`src/rtl/dmactl_pkg.sv`:
```
package dmactl_pkg;
  localparam int REG_W   = 8;
  localparam int SEL_W   = $clog2(REG_W);
  localparam int B_FLAG  = 7;
  localparam int B_MODE  = 3;
  localparam int B_TERM  = 2;
  localparam int B_START = 1;
  localparam int B_EN    = 0;
endpackage

```
`src/rtl/dma_chctl_dec.sv`:
```
module dma_chctl_dec
  import dmactl_pkg::*;
#(
  parameter int NCH = 4,
  parameter int AW  = 3
) (
  input  logic             bus_wr,
  input  logic             bus_rd,
  input  logic [AW-1:0]    bus_addr,
  input  logic             bus_bitwr,
  input  logic [SEL_W-1:0] bus_bitsel,
  input  logic [REG_W-1:0] bus_wdata,
  output logic [NCH-1:0]   wr_hit,
  output logic [NCH-1:0]   rd_hit,
  output logic [REG_W-1:0] wmask,
  output logic [REG_W-1:0] wval,
  output logic             rd_valid,
  output logic [AW-2:0]    rd_idx
);
  logic addr_ok;

  assign rd_idx  = bus_addr[AW-1:1];
  assign addr_ok = !bus_addr[0] && (int'(rd_idx) < NCH);
  assign rd_valid = bus_rd && addr_ok;

  always_comb begin
    if (bus_bitwr) begin
      wmask = '0;
      wmask[bus_bitsel] = 1'b1;
      wval  = {REG_W{bus_wdata[0]}};
    end else begin
      wmask = '1;
      wval  = bus_wdata;
    end
  end

  for (genvar k = 0; k < NCH; k++) begin : g_hit
    assign wr_hit[k] = bus_wr && addr_ok && (int'(rd_idx) == k);
    assign rd_hit[k] = rd_valid && (int'(rd_idx) == k);
  end
endmodule

```
`src/rtl/dma_chctl_reg.sv`:
```
module dma_chctl_reg
  import dmactl_pkg::*;
(
  input  logic             clk,
  input  logic             rst,
  input  logic             wr_hit,
  input  logic             rd_hit,
  input  logic [REG_W-1:0] wmask,
  input  logic [REG_W-1:0] wval,
  input  logic             tc,
  input  logic             nmi,
  output logic             flag_o,
  output logic             mode_o,
  output logic             en_o,
  output logic             start_o,
  output logic             term_o
);
  logic term_cmd, start_cmd;

  assign term_cmd  = wr_hit && wmask[B_TERM]  && wval[B_TERM];
  assign start_cmd = wr_hit && wmask[B_START] && wval[B_START];

  always_ff @(posedge clk) begin
    if (rst) begin
      flag_o  <= 1'b0;
      mode_o  <= 1'b0;
      en_o    <= 1'b0;
      start_o <= 1'b0;
      term_o  <= 1'b0;
    end else begin
      // a completion arriving with a clearing read wins
      if (tc)          flag_o <= 1'b1;
      else if (rd_hit) flag_o <= 1'b0;

      if (wr_hit && wmask[B_MODE]) mode_o <= wval[B_MODE];

      if (nmi || term_cmd)             en_o <= 1'b0;
      else if (tc && !mode_o)          en_o <= 1'b0;
      else if (wr_hit && wmask[B_EN])  en_o <= wval[B_EN];

      start_o <= start_cmd && en_o && !flag_o;
      term_o  <= term_cmd;
    end
  end
endmodule

```
`src/rtl/dma_chctl_rdmux.sv`:
```
module dma_chctl_rdmux
  import dmactl_pkg::*;
#(
  parameter int NCH = 4,
  parameter int AW  = 3
) (
  input  logic             clk,
  input  logic             rst,
  input  logic             rd_valid,
  input  logic             bus_rd,
  input  logic [AW-2:0]    rd_idx,
  input  logic [NCH-1:0]   flag_v,
  input  logic [NCH-1:0]   mode_v,
  input  logic [NCH-1:0]   en_v,
  output logic [REG_W-1:0] rdata
);
  logic [REG_W-1:0] word;

  always_comb begin
    word = '0;
    for (int k = 0; k < NCH; k++) begin
      if (int'(rd_idx) == k) begin
        word[B_FLAG] = flag_v[k];
        word[B_MODE] = mode_v[k];
        word[B_EN]   = en_v[k];
      end
    end
  end

  always_ff @(posedge clk) begin
    if (rst)         rdata <= '0;
    else if (bus_rd) rdata <= rd_valid ? word : '0;
  end
endmodule

```
`src/rtl/dma_chctl_bank.sv`:
```
module dma_chctl_bank
  import dmactl_pkg::*;
#(
  parameter int NCH = 4,
  parameter int AW  = $clog2(NCH) + 1
) (
  input  logic             clk,
  input  logic             rst,
  input  logic             bus_wr,
  input  logic             bus_rd,
  input  logic [AW-1:0]    bus_addr,
  input  logic             bus_bitwr,
  input  logic [SEL_W-1:0] bus_bitsel,
  input  logic [REG_W-1:0] bus_wdata,
  output logic [REG_W-1:0] bus_rdata,
  input  logic [NCH-1:0]   tc_in,
  input  logic             nmi,
  output logic [NCH-1:0]   start_req,
  output logic [NCH-1:0]   term_req,
  output logic [NCH-1:0]   chan_en
);
  logic [NCH-1:0]   wr_hit, rd_hit, flag_q, mode_q;
  logic [REG_W-1:0] wmask, wval;
  logic             rd_valid;
  logic [AW-2:0]    rd_idx;

  dma_chctl_dec #(.NCH(NCH), .AW(AW)) u_dec (
    .bus_wr(bus_wr), .bus_rd(bus_rd), .bus_addr(bus_addr),
    .bus_bitwr(bus_bitwr), .bus_bitsel(bus_bitsel), .bus_wdata(bus_wdata),
    .wr_hit(wr_hit), .rd_hit(rd_hit), .wmask(wmask), .wval(wval),
    .rd_valid(rd_valid), .rd_idx(rd_idx)
  );

  for (genvar k = 0; k < NCH; k++) begin : g_ch
    dma_chctl_reg u_reg (
      .clk(clk), .rst(rst), .wr_hit(wr_hit[k]), .rd_hit(rd_hit[k]),
      .wmask(wmask), .wval(wval), .tc(tc_in[k]), .nmi(nmi),
      .flag_o(flag_q[k]), .mode_o(mode_q[k]), .en_o(chan_en[k]),
      .start_o(start_req[k]), .term_o(term_req[k])
    );
  end

  dma_chctl_rdmux #(.NCH(NCH), .AW(AW)) u_rdmux (
    .clk(clk), .rst(rst), .rd_valid(rd_valid), .bus_rd(bus_rd),
    .rd_idx(rd_idx), .flag_v(flag_q), .mode_v(mode_q), .en_v(chan_en),
    .rdata(bus_rdata)
  );
endmodule

```
`config.mk`:
```
export PLATFORM = sky130hd
export DESIGN_NAME = dma_chctl_bank
export DESIGN_NICKNAME = d
export VERILOG_FILES = /design/src/rtl/dmactl_pkg.sv /design/src/rtl/dma_chctl_dec.sv /design/src/rtl/dma_chctl_reg.sv /design/src/rtl/dma_chctl_rdmux.sv /design/src/rtl/dma_chctl_bank.sv
export SDC_FILE = /design/constraint.sdc
export NUM_CORES = 1
export LEC_CHECK = 0
export CORE_MARGIN = 5
export CORE_UTILIZATION = 47
export DETAILED_ROUTE_END_ITERATION = 12
export HOLD_SLACK_MARGIN = 0.12
export MAX_ROUTING_LAYER = met4
export PLACE_DENSITY = 0.85
export SLEW_MARGIN = 10
export SYNTH_ARGS = -nofsm -noshare
export SYNTH_HDL_FRONTEND = slang
export SYNTH_SLANG_ARGS = --single-unit
```
`constraint.sdc`:
```
create_clock -name clk -period 2.6 [get_ports clk]
set_input_delay 0.26 -clock clk [delete_from_list [all_inputs] [get_ports clk]]
set_output_delay 0.26 -clock clk [all_outputs]
set_load 0.02 [all_outputs]
```
== After elaboration in Yosys (flattened, before gate mapping) ==
Cells that the tools add are included.

* Input port bits: 24
* Logic and storage cells: 120
* Register bits after elaboration: 28

* Reduce and logical (&&, ||, !) cells: 69
* Muxes and demuxes: 25
* Magnitude comparators: 2
* Equality and inequality tests: 3

{| class="wikitable"
|+ Operators by type and width
! operator !! count
|-
| 1-bit logical AND || 47
|-
| 1-bit 2-to-1 mux || 21
|-
| 3-bit OR reduction || 4
|-
| 1-bit zero test || 9
|-
| 4-bit 2-to-1 mux || 2
|-
| 8-bit 2-to-1 mux || 1
|-
| 2-bit nonzero test || 4
|-
| 2-bit equality test, second input constant || 2
|-
| 1-bit logical OR || 4
|-
| 3-bit by 4-bit less-than comparator with 1-bit output, second input constant || 1
|-
| 1-bit demux with 3-bit select || 1
|-
| 3-bit by 1-bit >= comparator with 1-bit output, second input constant || 1
|-
| 2-bit by 1-bit equality test with 1-bit output, second input constant || 1
|-
| 2-bit zero test || 1
|}

== Depth between registers and ports, before layout ==
Gate-level depths: netlist (run 1).

* Word-level depth: 9
* Mapped depth: 5
* Mapped depth without buffers: 4

== By module ==
A second synthesis (run 1) with hierarchy kept.

* Cells, all modules: 157
* Area, all modules: 1,282.5 um2

{| class="wikitable"
|+ By module, submodules not included
! module !! seq. area each (um2) !! area each (um2) !! cells an instance !! times used
|-
| dma_chctl_reg || 100.1 || 196.4 || 23 || 4
|-
| dma_chctl_dec || 0.0 || 262.8 || 46 || 1
|-
| dma_chctl_rdmux || 60.1 || 234.0 || 19 || 1
|}

== Least setup slack after synthesis (run 1) ==
No wires, ideal clock.

* Kind: in2reg
* Start point: in bus_addr[1]
* End point: reg u_rdmux.rdata[3]
* Cell stages on the path: 4
* Arrival: 922 ps
* Required time: 2,478 ps
* Path slack: 1,556 ps
* Path buffers: 1
* Path through: buf_4 > mux2_2 > a32oi_1 > a21oi_1

* Word-level cells in the longest chain between the ends: 6
* Elaborated cells on any way between the ends: 9
* Classes of those cells: eq/ne: 3; mux: 5; reduce/logical: 1

{| class="wikitable"
|+ RTL lines
! item !! line !! RTL
|-
| start, declared || dma_chctl_bank.sv:11 || <nowiki>input logic [AW-1:0] bus_addr,</nowiki>
|-
| 2-bit zero test || dma_chctl_rdmux.sv:22 || <nowiki>if (int'(rd_idx) == k) begin</nowiki>
|-
| 1-bit 2-to-1 mux (3 in series) || dma_chctl_rdmux.sv:22 ||
|-
| 1-bit 2-to-1 mux * || dma_chctl_rdmux.sv:22 ||
|-
| 8-bit 2-to-1 mux * || dma_chctl_rdmux.sv:32 || <nowiki>else if (bus_rd) rdata <= rd_valid ? word : '0;</nowiki>
|-
| end signal, assigned || dma_chctl_rdmux.sv:32 ||
|-
| end, declared || dma_chctl_rdmux.sv:15 || <nowiki>output logic [REG_W-1:0] rdata</nowiki>
|}

Mark *: on every way between the ends. The rest lies on a longest branch, timed or not.
A chain may end at the register's enable or synchronous reset.

== Worst setup path in the final report (run 1) ==
* Start point: reg g_ch[1].u_reg.en_o
* End point: out chan_en[1]

{| class="wikitable"
|+ RTL lines
! item !! line !! RTL
|-
| start, declared || dma_chctl_reg.sv:14 || <nowiki>output logic en_o,</nowiki>
|-
| start signal, assigned || dma_chctl_reg.sv:39 || <nowiki>else if (wr_hit && wmask[B_EN]) en_o <= wval[B_EN];</nowiki>
|-
| end, declared || dma_chctl_bank.sv:20 || <nowiki>output logic [NCH-1:0] chan_en</nowiki>
|}

No word-level cell between the ends.

==> results_dict.tcl, run 1 <==
set metrics [dict create \
    status "complete, no violations" \
    setup_tns_ns 0 \
    post-cts-setup-buffer-count 0 \
    slew_violations 0 \
    antenna_cells 0 \
    crit_start "g_ch[1].u_reg.en_o" \
    post-place-cells 196 \
    synth_area_mm2 0.00124 \
    cp.required_ns 2.34 \
    cts_resized 0 \
    ys_seq_area_share_pct 37.2 \
    final_cell_mix "clkdlybuf4s50_1 (34), dfxtp_1 (23), a21oi_1 (22), nor2_1 (13), nor2b_1 (9)" \
    die_h_um 61.3 \
    clock_path_buffers 2 \
    crit_path_top_delay_cell "clkdlybuf4s50_1" \
    avgSynthCellArea_um2 8.30 \
    ir_drop_mv 0.220 \
    ys_types 36 \
    grt.total_usage_pct 16.6 \
    antenna_found_initial 0 \
    nNetsFinal 195 \
    drive_gt1_share_pct 7.65 \
    clock_sinks 23 \
    finalCriticalPeriod_ns 1.59 \
    r2r-start "g_ch[0].u_reg.mode_o" \
    area_growth_pct 21.4 \
    clk-insertion-delay-late_ns 0.30 \
    cts_root_buf "clkbuf_4" \
    overflow 0 \
    hold_viol_final 0 \
    max_slew_margin_pct 63.3 \
    critical_path.cell_chain "clkdlybuf4s50_1" \
    setup_viol 0 \
    rsz0062_at_grt "false" \
    worst_pin_slew_ns 0.549 \
    numCtsBuffers 3 \
    grt_pass1_wl_um 4710 \
    synthArstFlopShare_pct 0 \
    dr.pass1.iters 4 \
    p_leak_nw 0.551 \
    place.gp.congestion 0.815 \
    hold_class "register to register" \
    worstSetupEndpointType "output pin" \
    drc 0 \
    fp.dieArea_mm2 0.00376 \
    initial_core_util_pct 49.5 \
    final_common_cell "clkdlybuf4s50_1" \
    crit_buf_inv 1 \
    portBuffers 34 \
    drv_cap 0 \
    worstPathArrival_ns 1.33 \
    crit_family "buffers and inverters" \
    yosys_warnings 0 \
    vias 1117 \
    htreeDepth 1 \
    final_cells 200 \
    ys.flop_type "dfxtp_1" \
    die_w_um 61.3 \
    fmax_mhz 630 \
    min_period_over_period_pct 61.1 \
    worst_clock_skew_ns 0.00222 \
    min_from "g_ch[3].u_reg.en_o" \
    cts_hold_buf 0 \
    startpoint_type "register" \
    synth_edf_count 0 \
    rows 18 \
    grt_pass1_vias 1084 \
    ant_nets 0 \
    path_clk_slew_ns 0.12 \
    worstSetupPathType "register to output pin" \
    max_stage_delay_ns 0.63 \
    finalWirelength_um 2850 \
    core_mm2 0.00250 \
    initialDrtViolationCount 48 \
    cts_tree "yes" \
    wire_per_inst_um 14.3 \
    synth_seq_cells 23 \
    dp_hpwl_um 2310 \
    fin_util_pct 60.1 \
    syn-instance-count 149 \
    routed_via_density 5.59 \
    powerDensity_mw_per_mm2 421 \
    path_max_fanout 4 \
    io_pins 44 \
    grt_max_degree 16 \
]
power by group:
group | internal, W | switching, W
registers | 0.000360 | 0.00000526
logic | 0.0000492 | 0.0000584
clock network | 0.0000573 | 0.000102
total | 0.000467 | 0.000166
registers in the layout, summed over array words and instances (netlist names):
| register | count |
|---|---|
| g_ch.u_reg.en_o | 4 |
| g_ch.u_reg.flag_o | 4 |
| u_rdmux.rdata | 3 |
| g_ch.u_reg.start_o | 4 |
| g_ch.u_reg.mode_o | 4 |
| g_ch.u_reg.term_o | 4 |
layer usage:
| layer | global-route usage [%] | share of wire (%) | up-vias |
|---|---|---|---|
| met5 | - | 0 | - |
| li1 | - | - | 545 |
| met2 | 28.2 | 52 | 55 |
| met3 | 1.68 | 8.1 | 6 |
| met1 | 20.3 | 38 | 511 |
| met4 | 5.57 | 1.5 | 0 |
cells in the mapped netlist, drive strengths merged (2+ instances only):
library cell  number  area share (%)
a21oi             23             9.6
dfxtp             23              37
buf               21              13
nor2              13             3.9
nand2              9             2.9
nor2b              9             4.5
o21ai              7             2.8
nand2b             6             3.6
inv                5             1.5
and4b              4             3.2
nor3               4             2.4
a31oi              3             1.5
and2b              2             1.2
nand3              2            0.81
nand4              2             1.0
nor3b              2             1.6
o211ai             2             1.2
per-stage QoR:
step | total power (W) | hold slack, ns | instance area [um^2] | setup WS (ns)
floorplan | 0.000436 | 0.377 | 1250 | 1.56
finish | 0.000633 | 0.518 | 1500 | 1.01
CTS | 0.000639 | 0.516 | 1500 | 1.00
global route | 0.000664 | 0.563 | 1500 | 0.878
global placement | 0.000475 | 0.496 | 1480 | 0.799
detailed placement | 0.000479 | 0.495 | 1480 | 0.755
final cells by class:
class | instances | area [um^2]
timing repair buffer | 34 | 340
inverter | 5 | 18.8
clock inverter | 1 | 5.00
sequential | 23 | 460
multi-input combinational | 104 | 618
tap | 30 | 37.5
clock buffer | 3 | 22.5
fill | 225 | 997
worst paths after layout:
check	end	slack [ns]	cells past startpoint
worst min-delay path	g_ch[3].u_reg.en_o	0.52	2
worst max register to register	u_rdmux.rdata[3]	1.61	3
worst max-delay path	chan_en[1]	1.01	1
worst min register to register	g_ch[3].u_reg.en_o	0.52	2
cells by family (layout without fill, tap and decap cells):
logic type | after synthesis | count (layout) | synth area share [%]
AO/OA/AOI/OAI | 41 | 41 | 19.3
buffers and inverters | 26 | 43 | 14.1
flip-flops | 23 | 23 | 37.2
multiplexers | 1 | 1 | 0.910
other | 1 | 5 | 0.303
AND/OR/NAND/NOR | 57 | 57 | 28.2
Power figures use the tool's default switching activity.
==> run 2, diff against run 1 <==
Settings changed: CORE_UTILIZATION 47 to 44, PLACE_DENSITY 0.85 to 0.81.
Clock period 2.6 ns to 1.64 ns, I/O delays scaled along.
==> run 2 against run 1 <==
First-iteration DRC count shrank 29%. Critical endpoint unchanged. Die area increased by 5.7%. Critical path depth stayed put. Sequential share of layout area decreased by 0.60 points. Setup slack worse by 0.88 ns. Critical path type unchanged. Cell count increased by 2.5%.
==> results_dict.tcl, run 2 (synthesized netlist as in run 1, its figures left out) <==
set metrics [dict create \
    initialDrtViolationCount 34 \
    crit_start "g_ch[1].u_reg.en_o" \
    finalWirelength_um 2790 \
    area_growth_pct 23.9 \
    grt.total_usage_pct 14.7 \
    crit_buf_inv 1 \
    dr.pass1.iters 4 \
    critical_path.cell_chain "clkdlybuf4s50_1" \
    cp.required_ns 1.48 \
    hold_class "input pin to register" \
    r2r-start "g_ch[1].u_reg.mode_o" \
    fp.dieArea_mm2 0.00397 \
    slew_violations 0 \
    hold_viol_final 0 \
    die_w_um 63.0 \
    cts_tree "yes" \
    ir_drop_mv 0.514 \
    status "complete, no violations" \
    fmax_mhz 662 \
    path_max_fanout 4 \
    max_stage_delay_ns 0.63 \
    crit_path_top_delay_cell "clkdlybuf4s50_1" \
    worstSetupEndpointType "output pin" \
    place_area_mm2 0.00151 \
    seq_area_um2 460 \
    rsz0062_at_grt "false" \
    io_pins 44 \
    core_mm2 0.00273 \
    die_h_um 63.0 \
    filler_cell_count 251 \
    cts_root_buf "clkbuf_4" \
    drive_gt1_share_pct 9.20 \
    vias 1085 \
    grt_pass1_wl_um 4630 \
    holdWs_ns 0.463 \
    path_clk_slew_ns 0.12 \
    grt_max_degree 14 \
    rows 19 \
    setup_viol 0 \
    crit_family "buffers and inverters" \
    routed_via_density 5.29 \
    final_cell_area_mm2 0.00153 \
    nNetsFinal 199 \
    finalCriticalPeriod_ns 1.51 \
    antenna_found_initial 0 \
    setup_tns_ns 0 \
    numCtsBuffers 3 \
    p_leak_nw 0.567 \
    multi_input_area_um2 618 \
    powerDensity_mw_per_mm2 662 \
    clock_sinks 23 \
    ant_nets 0 \
    overflow 0 \
    startpoint_type "register" \
    cts_resized 0 \
    cts_hold_buf 0 \
    initial_core_util_pct 45.3 \
    place.gp.congestion 0.847 \
    wire_per_inst_um 13.6 \
    worstSetupPathType "register to output pin" \
    p_total_w 0.00101 \
    grt_pass1_vias 1044 \
    htreeDepth 1 \
    clk-insertion-delay-late_ns 0.31 \
    min_from "tc_in[1]" \
    drc 0 \
    clock_path_buffers 2 \
    dp_hpwl_um 2300 \
    final_common_cell "clkdlybuf4s50_1" \
    r2r_slack_ns 0.66 \
    portBuffers 34 \
    worstPathArrival_ns 1.35 \
    antenna_cells 0 \
    final_cell_mix "clkdlybuf4s50_1 (34), dfxtp_1 (23), a21oi_1 (22), nor2_1 (13), nor2b_1 (9)" \
    post-cts-setup-buffer-count 0 \
    drv_cap 0 \
    min_period_over_period_pct 92.1 \
    worst_clock_skew_ns 0.000918 \
]
run 2: power by group:
| part | internal, W | switching [W] | leakage [nW] |
|---|---|---|---|
| Clock | 0.0000952 | 0.000164 | 0.0150 |
| Sequential | 0.000571 | 0.00000943 | 0.187 |
| Combinational | 0.0000841 | 0.0000907 | 0.366 |
| Total | 0.000750 | 0.000265 | 0.567 |
run 2: path summary, 6_finish.rpt:
path	to	cells after the start
worst min register to register	g_ch[0].u_reg.en_o	2
worst min-delay path	g_ch[1].u_reg.flag_o	3
worst max register to register	u_rdmux.rdata[3]	3
worst max-delay path	chan_en[1]	1
run 2: layout make-up:
cell class	instances	share of cell area, %
Multi-Input combinational cell	104	40.3
Sequential cell	23	30.0
Timing Repair Buffer	38	24.2
Tap cell	31	2.53
Clock buffer	4	1.71
Inverter	5	1.22
run 2: metal layers:
layer	share of wire (%)	GRT usage, %
met4	2.0	6.63
met5	0	-
met2	50	24.4
met3	6.1	3.42
met1	42	16.6
run 2: through the flow:
stage,setup WS (ns),util (%),instances
4_1_cts,0.123,56.1,205
3_5_place_dp,0.0226,55.1,201
3_3_place_gp,0.0447,55.1,201
2_1_floorplan,0.692,-,153
5_1_grt,0.0808,56.1,205
6_report,0.129,56.1,205
run 2: worst min-delay path, cell delays in order:
cell	delay (ns)
clkdlybuf4s50_1	0.42
a21oi_1	0.12
nor2_1	0.04
==> run 3, diff against run 2 <==
Settings changed: MAX_ROUTING_LAYER met4 to not set, SLEW_MARGIN 10 to 20.
==> run 3 against run 2 <==
Global-route usage fell by 0.55 points. Via count rose by 0.46%. Die area did not move. Clock skew barely moved. Flip-flop and latch count did not move. Routed wire length rose by 1.2%. Hold slack improved by 0.0065 ns. Register-to-register slack barely moved. Non-clock buffer count rose by 2. Critical path depth did not move. Setup slack improved by 0.0061 ns. Sequential share of layout area fell by 0.29 points.
==> results_dict.tcl, run 3 (synthesized netlist as in run 1, its figures left out) <==
set metrics [dict create \
    startpoint_type "register" \
    antenna_cells 0 \
    max_stage_delay_ns 0.63 \
    crit_family "buffers and inverters" \
    grt.total_usage_pct 14.1 \
    drv_cap 0 \
    io_pins 44 \
    rsz0062_at_grt "false" \
    hold_class "input pin to register" \
    die_w_um 63.0 \
    initialDrtViolationCount 46 \
    setup_tns_ns 0 \
    dp_hpwl_um 2350 \
    worstSetupEndpointType "output pin" \
    finalCriticalPeriod_ns 1.50 \
    grt_pass1_vias 1007 \
    vias 1090 \
    setup_viol 0 \
    path_max_fanout 4 \
    slew_violations 0 \
    crit_buf_inv 1 \
    routed_via_density 5.27 \
    final_common_cell "clkdlybuf4s50_1" \
    crit_path_top_delay_cell "clkdlybuf4s50_1" \
    powerDensity_mw_per_mm2 655 \
    area_growth_pct 25.1 \
    drc 0 \
    worstPathArrival_ns 1.34 \
    cts_hold_buf 0 \
    critical_path.cell_chain "clkdlybuf4s50_1" \
    die_h_um 63.0 \
    initial_core_util_pct 45.3 \
    clk-insertion-delay-late_ns 0.31 \
    core_mm2 0.00273 \
    status "complete, no violations" \
    worstSetupPathType "register to output pin" \
    numCtsBuffers 3 \
    cp.required_ns 1.48 \
    ff2ff_path_depth 3 \
    overflow 0 \
    worst_clock_skew_ns 0.000660 \
    clock_path_buffers 2 \
    fmax_mhz 665 \
    cts_tree "yes" \
    path_clk_slew_ns 0.12 \
    holdPathStages 3 \
    drive_gt1_share_pct 10.2 \
    grt_max_degree 13 \
    ir_drop_mv 0.377 \
    cp.depth 1 \
    dr.pass1.iters 4 \
    hold_viol_final 0 \
    wire_per_inst_um 13.6 \
    rows 19 \
    grt_pass1_wl_um 4530 \
    portBuffers 34 \
    p_leak_nw 0.577 \
    min_period_over_period_pct 91.7 \
    antenna_found_initial 0 \
    ant_nets 0 \
    place.gp.congestion 0.855 \
    final_cell_mix "clkdlybuf4s50_1 (34), dfxtp_1 (23), a21oi_1 (22), nor2_1 (13), nor2b_1 (9)" \
    cts_resized 0 \
    fin_util_pct 56.6 \
    htreeDepth 1 \
    nNetsFinal 201 \
    fp.dieArea_mm2 0.00397 \
    cts_root_buf "clkbuf_4" \
    clock_sinks 23 \
    post-cts-setup-buffer-count 0 \
    finalWirelength_um 2820 \
]
-- run 3: final cells by class --
class | count | area, um^2
Fill cell | 243 | 1190
Sequential cell | 23 | 460
Inverter | 5 | 18.8
Tap cell | 31 | 38.8
Multi-Input combinational cell | 104 | 618
Timing Repair Buffer | 40 | 385
Clock buffer | 4 | 26.3
-- run 3: path summary, 6_finish.rpt --
check,start,end,slack (ns)
worst max-delay path,g_ch[1].u_reg.en_o,chan_en[1],0.14
worst min-delay path,tc_in[1],g_ch[1].u_reg.flag_o,0.47
worst max register to register,g_ch[1].u_reg.mode_o,u_rdmux.rdata[3],0.66
worst min register to register,g_ch[3].u_reg.en_o,g_ch[3].u_reg.en_o,0.52
-- run 3: worst reg2reg max path: cells and delay by family, from the launching register on --
family / cells / cell delay (ns)
multiplexers: 1 / 0.26
flip-flops: 1 / 0.34
AO/OA/AOI/OAI: 2 / 0.29
-- run 3: where the power goes --
group          switching (W)  leakage [nW]  internal (W)
Sequential        0.00000893         0.187      0.000571
Combinational      0.0000917         0.375     0.0000870
Clock               0.000161        0.0150     0.0000951
Total               0.000261         0.577      0.000753
-- run 3: layer usage --
layer  GRT usage [%]  up-vias  wire length, um
met4            7.16        0               61
met1            16.8      499             1170
li1                -      549                -
met2            24.2       37             1400
met5               0        -                0
met3            2.16        5              190
-- run 3: through the flow --
| stage | hold WS [ns] | instance area (um^2) | total power [W] | cells | setup WS (ns) |
|---|---|---|---|---|---|
| 2_1_floorplan | 0.281 | 1250 | 0.000691 | 153 | 0.692 |
| 3_3_place_gp | 0.498 | 1520 | 0.000765 | 203 | 0.0741 |
| 3_5_place_dp | 0.510 | 1520 | 0.000770 | 203 | 0.0195 |
| 4_1_cts | 0.464 | 1550 | 0.00102 | 207 | 0.120 |
| 5_1_grt | 0.484 | 1550 | 0.00106 | 207 | 0.0663 |
| 6_report | 0.470 | 1550 | 0.00101 | 207 | 0.135 |
